File: config.mk
export PLATFORM = sky130hd
export DESIGN_NAME = sdm_rr_dac
export DESIGN_NICKNAME = d
export VERILOG_FILES = /design/src/rtl/sdm_pkg.sv /design/src/rtl/sdm_seq.sv /design/src/rtl/sdm_ram.sv /design/src/rtl/sdm_out_bank.sv /design/src/rtl/sdm_rr_dac.sv
export SDC_FILE = /design/constraint.sdc
export NUM_CORES = 2
export LEC_CHECK = 0
export BUFFER_PORTS_ARGS = -buffer_cell sky130_fd_sc_hd__buf_2
export CAP_MARGIN = 0
export CORE_MARGIN = 5
export CORE_UTILIZATION = 62
export CTS_CLUSTER_SIZE = 16
export DETAILED_ROUTE_END_ITERATION = 16
export PLACE_DENSITY = 0.75
export SYNTH_ARGS = -nofsm -noshare
export SYNTH_HDL_FRONTEND = slang
export SYNTH_HIERARCHICAL = 1
export SYNTH_SLANG_ARGS = --single-unit
File: constraint.sdc
create_clock -name clk_i -period 14.8 [get_ports clk_i]
set_clock_uncertainty 0.15 [all_clocks]
set_input_delay 2.22 -clock clk_i [delete_from_list [all_inputs] [get_ports clk_i]]
set_output_delay 2.22 -clock clk_i [all_outputs]
set_load 0.02 [all_outputs]
File: src/rtl/sdm_pkg.sv
package sdm_pkg;
  // Sequencer phase: clearing sweep after reset, then normal visits
  typedef enum logic {PH_SWEEP = 1'b0, PH_RUN = 1'b1} phase_t;
endpackage

File: src/rtl/sdm_seq.sv
module sdm_seq #(
  parameter int NCH = 128,
  localparam int CW = (NCH > 1) ? $clog2(NCH) : 1
) (
  input  logic          clk,
  input  logic          rst,
  output logic          busy,
  output logic [CW-1:0] cnt
);
  import sdm_pkg::*;

  localparam logic [CW-1:0] LAST = CW'(NCH - 1);

  phase_t ph;

  function automatic logic [CW-1:0] ch_next(input logic [CW-1:0] cur);
    return (cur == LAST) ? '0 : cur + 1'b1;
  endfunction

  // One counter serves both the sweep address and the visit channel
  always_ff @(posedge clk) begin
    if (rst) begin
      ph  <= PH_SWEEP;
      cnt <= '0;
    end else begin
      cnt <= ch_next(cnt);
      if (ph == PH_SWEEP && cnt == LAST) ph <= PH_RUN;
    end
  end

  assign busy = (ph == PH_SWEEP);
endmodule

File: src/rtl/sdm_ram.sv
module sdm_ram #(
  parameter int DEPTH = 128,
  parameter int W     = 8,
  localparam int AW   = (DEPTH > 1) ? $clog2(DEPTH) : 1
) (
  input  logic          clk,
  input  logic          we,
  input  logic [AW-1:0] wa,
  input  logic [W-1:0]  wd,
  input  logic          re,
  input  logic [AW-1:0] ra,
  output logic [W-1:0]  rd
);
  logic [W-1:0] mem [DEPTH];

  // Separate read and write ports; a same-address read returns the old word
  always_ff @(posedge clk) begin
    if (we) mem[wa] <= wd;
    if (re) rd <= mem[ra];
  end
endmodule

File: src/rtl/sdm_out_bank.sv
module sdm_out_bank #(
  parameter int NCH = 128,
  localparam int CW = (NCH > 1) ? $clog2(NCH) : 1
) (
  input  logic           clk,
  input  logic           rst,
  input  logic           ld,
  input  logic [CW-1:0]  ld_ch,
  input  logic           ld_bit,
  output logic [NCH-1:0] q
);
  for (genvar i = 0; i < NCH; i++) begin : g_bit
    always_ff @(posedge clk) begin
      if (rst)                           q[i] <= 1'b0;
      else if (ld && ld_ch == CW'(i))    q[i] <= ld_bit;
    end
  end
endmodule

File: src/rtl/sdm_rr_dac.sv
module sdm_rr_dac #(
  parameter int NCH = 128,
  parameter int DW  = 8,
  localparam int CW = (NCH > 1) ? $clog2(NCH) : 1
) (
  input  logic           clk_i,
  input  logic           rst_i,
  input  logic           host_wr_i,
  input  logic [CW-1:0]  host_ch_i,
  input  logic [DW-1:0]  host_level_i,
  output logic           ready_o,
  output logic [NCH-1:0] dac_o
);
  // Modulator step: {carry, new accumulator}
  function automatic logic [DW:0] sd_step(input logic [DW-1:0] acc,
                                          input logic [DW-1:0] lvl);
    return {1'b0, acc} + {1'b0, lvl};
  endfunction

  logic          busy;
  logic [CW-1:0] cnt;
  logic          rd_en;

  // Named internal events used by the checker
  logic          visit_fire;
  logic [CW-1:0] visit_ch;
  logic          visit_carry;
  logic          host_take;

  logic [DW-1:0] acc_q, lvl_q;
  logic [DW:0]   step;

  logic          acc_we, lvl_we;
  logic [CW-1:0] acc_wa, lvl_wa;
  logic [DW-1:0] acc_wd, lvl_wd;

  sdm_seq #(.NCH(NCH)) u_seq (
    .clk  (clk_i),
    .rst  (rst_i),
    .busy (busy),
    .cnt  (cnt)
  );

  assign rd_en = !busy;

  // Stage 1 marks the cycle where RAM read data is valid
  always_ff @(posedge clk_i) begin
    if (rst_i) begin
      visit_fire <= 1'b0;
      visit_ch   <= '0;
    end else begin
      visit_fire <= rd_en;
      visit_ch   <= cnt;
    end
  end

  assign step        = sd_step(acc_q, lvl_q);
  assign visit_carry = step[DW];

  // Accumulator RAM: the sweep clears it, then visits write back
  assign acc_we = busy | visit_fire;
  assign acc_wa = busy ? cnt : visit_ch;
  assign acc_wd = busy ? '0 : step[DW-1:0];

  sdm_ram #(.DEPTH(NCH), .W(DW)) u_acc_ram (
    .clk (clk_i),
    .we  (acc_we),
    .wa  (acc_wa),
    .wd  (acc_wd),
    .re  (rd_en),
    .ra  (cnt),
    .rd  (acc_q)
  );

  // Level RAM: the sweep owns the write port until it finishes
  assign host_take = host_wr_i & !busy;
  assign lvl_we    = busy | host_take;
  assign lvl_wa    = busy ? cnt : host_ch_i;
  assign lvl_wd    = busy ? '0 : host_level_i;

  sdm_ram #(.DEPTH(NCH), .W(DW)) u_lvl_ram (
    .clk (clk_i),
    .we  (lvl_we),
    .wa  (lvl_wa),
    .wd  (lvl_wd),
    .re  (rd_en),
    .ra  (cnt),
    .rd  (lvl_q)
  );

  sdm_out_bank #(.NCH(NCH)) u_out (
    .clk    (clk_i),
    .rst    (rst_i),
    .ld     (visit_fire),
    .ld_ch  (visit_ch),
    .ld_bit (visit_carry),
    .q      (dac_o)
  );

  assign ready_o = !busy;
endmodule

# Yosys cells after proc, flatten, opt, wreduce, memory -nomap -nowiden

Memory sizes are Yosys's and may differ from the RTL's. A register that Yosys moved wholly into a read port is not among the register bits.
Index checks and enable logic that the tools add are counted.

Bits in read-only memories: 0
Memories kept: 2
Register bits: 144
Memory bits (writable): 2,048
Output and inout port bits: 129
Latch bits: 0

Memories:

| memory        | words | width | rd ports | clocked after memory_dff | write ports | line          | source |
|---|---|---|---|---|---|---|---|
| u_acc_ram.mem | 128   | 8     | 1        | 1                        | 1           | sdm_ram.sv:14 | `logic [W-1:0] mem [DEPTH];` |
| u_lvl_ram.mem | 128   | 8     | 1        | 1                        | 1           | sdm_ram.sv:14 |  |

Add/sub/neg operators: 2
Multiply operators: 0
Shift operators: 0
Eq/ne operators: 128
Divide/modulo/power cells: 0
$lt $le $gt $ge: 0
Bitwise logic cells: 4
Mux-type cells: 8
Reduce and logical (&&, ||, !) cells: 131

Operators with widths:

| cell                                          | number |
|---|---|
| == test 7 bit, second input constant          | 65 |
| == test 7 x 6 -> 1 bit, second input constant | 32 |
| logical AND 1 bit                             | 129 |
| == test 7 x 5 -> 1 bit, second input constant | 16 |
| == test 7 x 4 -> 1 bit, second input constant | 8 |
| == test 7 x 3 -> 1 bit, second input constant | 4 |
| two-way mux 8 bit                             | 2 |
| == test 7 x 2 -> 1 bit, second input constant | 2 |
| two-way mux 7 bit                             | 2 |
| adder 8 x 8 -> 9 bit                          | 1 |
| adder 7 x 1 -> 7 bit, second input constant   | 1 |
| == test 7 x 1 -> 1 bit, second input constant | 1 |
| logical NOT 7 bit                             | 1 |
| two-way mux 1 bit                             | 4 |
| bitwise OR 1 bit                              | 2 |
| OR reduction 2 bit                            | 1 |
| bitwise AND 1 bit                             | 1 |
| NOT 1 bit                                     | 1 |

# Longest topological paths before layout

Depth after elaboration: 4
Gate-level depth with buffers: 11
Mapped depth without buffers: 9

# Cells and area by module

The synthesis kept the hierarchy.

By module, submodules not included:

| module              | instances | cells an instance | area an instance (µm²) |
|---|---|---|---|
| sdm_ram (u_lvl_ram) | 1         | 1,635             | 39,745.6 |
| sdm_ram (u_acc_ram) | 1         | 1,635             | 39,741.9 |
| sdm_out_bank        | 1         | 622               | 6,134.6 |
| sdm_rr_dac          | 1         | 124               | 858.3 |
| sdm_seq             | 1         | 33                | 312.8 |

# Worst setup path before layout

OpenSTA, ideal clock, no wires.

Path kind: register to register
From: reg u_acc_ram.rd[1], read port of u_acc_ram.mem
To: mem u_acc_ram.mem[0][5] (data pin)
Slack: 3.573 ns
Clock period less this slack: 11.227 ns
Arrival time: 9.283 ns
Buffers on the path: 0
Stages on the path, launching flop included: 5
Data required time: 12.855 ns
Path through: edfxtp_1 > ha_1 > a211oi_1 > o21bai_1 > o311ai_0

Longest elaborated chain between the ends: 2

RTL lines:

| item                 | line             | source |
|---|---|---|
| start: declaration   | sdm_ram.sv:12    | `output logic [W-1:0] rd` |
| adder 8 x 8 -> 9 bit | sdm_rr_dac.sv:17 | `return {1'b0, acc} + {1'b0, lvl};` |
| two-way mux 8 bit    | sdm_rr_dac.sv:63 | `assign acc_wd = busy ? '0 : step[DW-1:0];` |
| named net acc_wd[5]  | sdm_rr_dac.sv:35 | `logic [DW-1:0] acc_wd, lvl_wd;` |
| end: declaration     | sdm_ram.sv:14    |  |

The timed path passes the listed nets, and every way through them passes these cells.

==> run summary <==
The run finished with clean final reports. The count of cells in the finished layout, fillers not included, comes to 6,314. For this run, the detailed router's first-pass iteration total came to 6. For the worst setup path, the data required time is 15,230 ps.

The final total negative setup slack came out at 0 ps. The count of standard-cell rows is 137. The critical path goes through buf_4, buf_4, buf_4, mux4_2, mux4_2, mux4_2, mux2_2. Ranked by total cell area, the synthesized netlist is headed by edfxtp_1 71%, mux4_2 17%, dfxtp_1 3.3%, mux2i_1 1.5%, nor2_1 1.1%. Counting along the longest clock path gives a buffer depth of 3. The number of buffer and inverter instances along the worst setup path came out at 3. For this design the top-level I/O count stands at 147.

The number of nets in the synthesized netlist is 4,077. The share of synthesized registers carrying an async set or reset came out at 0%. TritonCTS built the clock tree. The signal arrival time at the worst endpoint came out at 6250 ps. The number of warning messages in the yosys log came out at 6. In the final layout, the share of cells above drive strength 1 is 29.30%.

The largest vdd supply drop came out at 0.0001326 V. The die area is 0.1476 mm². The number of global-route vias before repair is 42,341. The area inside the core boundary came out at 0.1394 mm². The clock transition at the register clock pins on the worst setup and hold paths after CTS is 60 ps. The final critical-path share of the clock period is 39.27%.

Once placement completed, the tool counted placed cells totaling 5,921. The height of the chip is 384.2 µm. The post-layout net count came out at 4,284. The initial DRC count is 5,576. The H-tree level count came out at 4. The layout overhead on the synthesized area is 11.33%. The fmax is 172.0 MHz. After synthesis, the largest area contributor takes up 71.41% of total cell area. Hold repair after CTS inserted 0 buffers.

The overall via count from detail_route is 42,076. The remaining antenna violation count came out at 0. Among all stages on the critical path, the largest delay is contributed by dfxtp_4.

The worst setup path is launched from a flip-flop. The synthesized design spends more area on one cell type than any other, namely edfxtp_1. The worst setup path is captured at a flip-flop. The effective utilization at floorplan came out at 62.28%.

The count of cells along the worst register-to-register path is 7. The tool flagged a number of max-cap violations equal to 0. At the pin with the least slew margin, the transition time is 1366 ps. Sequential elements use 74.73% of the synthesized area.

The kind of cell adding the most delay to the critical path is buffers and inverters. The post-CTS resize count came out at 0. The count of buffers added on input and output ports is 146.

The root buffer selected by CTS is clkbuf_16. The number of antenna violations at the first check in global routing was 1. The number of endpoints with negative hold slack in the final report is 0. CTS saw 2,208 sinks. The vias per cell is 6.664. The cell count after synthesis came out at 4,049. The clock insertion delay at the later pin of the skew report is 830 ps. The final instance area is 0.09663 mm².

The wire length of the first global-routing pass came out at 292,900 µm. The number of enable flip-flop cells after synthesis came out at 2,064. The number of post-CTS setup repair buffers came out at 0.

The overall overflow remaining after global route is 0. The mean cell area of the mapped netlist came out at 21.44 µm². Overall power consumption after layout is estimated at 12.74 mW. The delay of the slowest critical-path stage is 970 ps. The routed wire length is 199,000 µm. At the end of routability-driven placement, the weighted congestion stood at 0.8195. Setup repair after global routing left no endpoint under its margin. The wire-length estimate of the detail-placed layout is 116,400 µm.

The number of library cell types mapped by synthesis came out at 57. Entering global routing, the biggest net connects 141 pins. By count the netlist is led by 2,064 x edfxtp_1, 672 x mux4_2, 260 x nor2_1.

The standby leakage power is 30.77 nW. The cell area after synthesis came out at 0.08679 mm². The count of endpoints failing setup in the final report came out at 0. The final period demand of the worst path is 5812 ps.

Counting instances, the worst hold path has a depth of 2. The number of max-slew violations in the final report was 0. By startpoint and endpoint, the worst setup path is classified as flip-flop to flip-flop. In the synthesized netlist the dominant register cell turns out to be edfxtp_1. After detailed routing, the number of remaining DRC violations is 0. The number of buffers created by CTS is 209. The worst relative slew slack is 8.735%.

Across every metal layer, demand over resource in global routing totals 27.37%. The die extent in x came out at 384.2 µm. The instance area after placement is 0.08961 mm². In this run, synthesis produced a sequential element count of 2,208.

The min-delay analysis places its worst path in the category flip-flop to flip-flop. The logic depth of the worst path, buffers included is 7. In this run the worst path has a maximum fanout of 69. Among all cell types in the netlist, the one instantiated most often is edfxtp_1. The routed length per placed instance is 31.52 µm. The power per unit of standard cell area came out at 131.8 mW/mm².
[placed cells by master, fill, tap and decap left out, types with 90 or more instances in the layout]
cell and count:
buf_2 146, dfxtp_1 137, nand2b_1 132, nand2_1 102
mux2i_1 128, buf_4 93, nor2_1 259, nand3_1 90
clkbuf_16 211, edfxtp_1 2064, mux4_2 672
[worst reg2reg max path: cells and delay by family, from the launching register on]
kind / cells / cell delay (ps)
flip-flops: 1 / 970
buffers and inverters: 3 / 2670
multiplexers: 4 / 1780
[sequential cells by signal (all words and copies together) (netlist names)]
register       cells
u_seq/ph           1
u_seq/cnt          7
u_acc_ram/rd       8
visit_fire         1
visit_ch           7
u_out/q          128
u_lvl_ram/mem   1024
u_lvl_ram/rd       8
u_acc_ram/mem   1024
[cell families (layout without fill, tap and decap cells)]
logic type               Yosys count  after routing  share of synthesized area [%]
flip-flops                      2208           2208                          74.73
multiplexers                     817            817                          19.13
AND/OR/NAND/NOR                  706            706                          4.218
buffers and inverters            265            653                          1.457
AO/OA/AOI/OAI                     40             40                         0.2754
adder cells (fa/ha/maj)           10             10                         0.1528
XOR/XNOR                           3              3                        0.03028
other                              0              1                              0
[where the power goes]
part | switching, mW | total, mW | internal, mW
logic | 0.300 | 0.577 | 0.277
clock network | 2.28 | 5.40 | 3.12
registers | 0.0185 | 6.76 | 6.74
total | 2.60 | 12.7 | 10.1
[cell type report]
| class | count | area [µm²] |
|---|---|---|
| sequential | 2208 | 64880 |
| clock inverter | 129 | 1391 |
| tap | 1876 | 2347 |
| multi-input combinational | 1576 | 20830 |
| clock buffer | 263 | 5627 |
| antenna | 1 | 2.502 |
| timing repair buffer | 241 | 1469 |
| fill | 8164 | 42730 |
| inverter | 20 | 75.07 |
[per-layer routing]
metal  global-route usage [%]  vias up  wire, µm
li1                         -    17120         -
met1                    39.17    22239     74510
met2                    44.56     2337    100400
met3                    4.791      378     17950
met4                    7.904        2      6189
met5                        0        -        11
[metrics by stage]
| stage | hold slack (ps) | utilization (%) | worst slack [ps] |
|---|---|---|---|
| 2_1_floorplan | 270.2 | - | 3573 |
| 3_3_place_gp | 307.7 | 64.30 | 9043 |
| 3_5_place_dp | 312.5 | 64.30 | 9000 |
| 4_1_cts | 322.9 | 69.33 | 8965 |
| 5_1_grt | 337.4 | 69.33 | 8773 |
| 6_report | 320.8 | 69.34 | 8988 |
[worst paths after layout]
kind | end | slack [ps] | from
worst min-delay path | u_out/q[38]$_SDFFE_PP0P_ | 320 | u_out/q[38]$_SDFFE_PP0P_
worst max register to register | u_lvl_ram/rd[2]$_DFFE_PP_ | 8990 | u_seq/cnt[2]$_SDFF_PP0_
worst min register to register | u_out/q[38]$_SDFFE_PP0P_ | 320 | u_out/q[38]$_SDFFE_PP0P_
worst max-delay path | u_lvl_ram/rd[2]$_DFFE_PP_ | 8990 | u_seq/cnt[2]$_SDFF_PP0_
(Power assumes the default switching activity.)
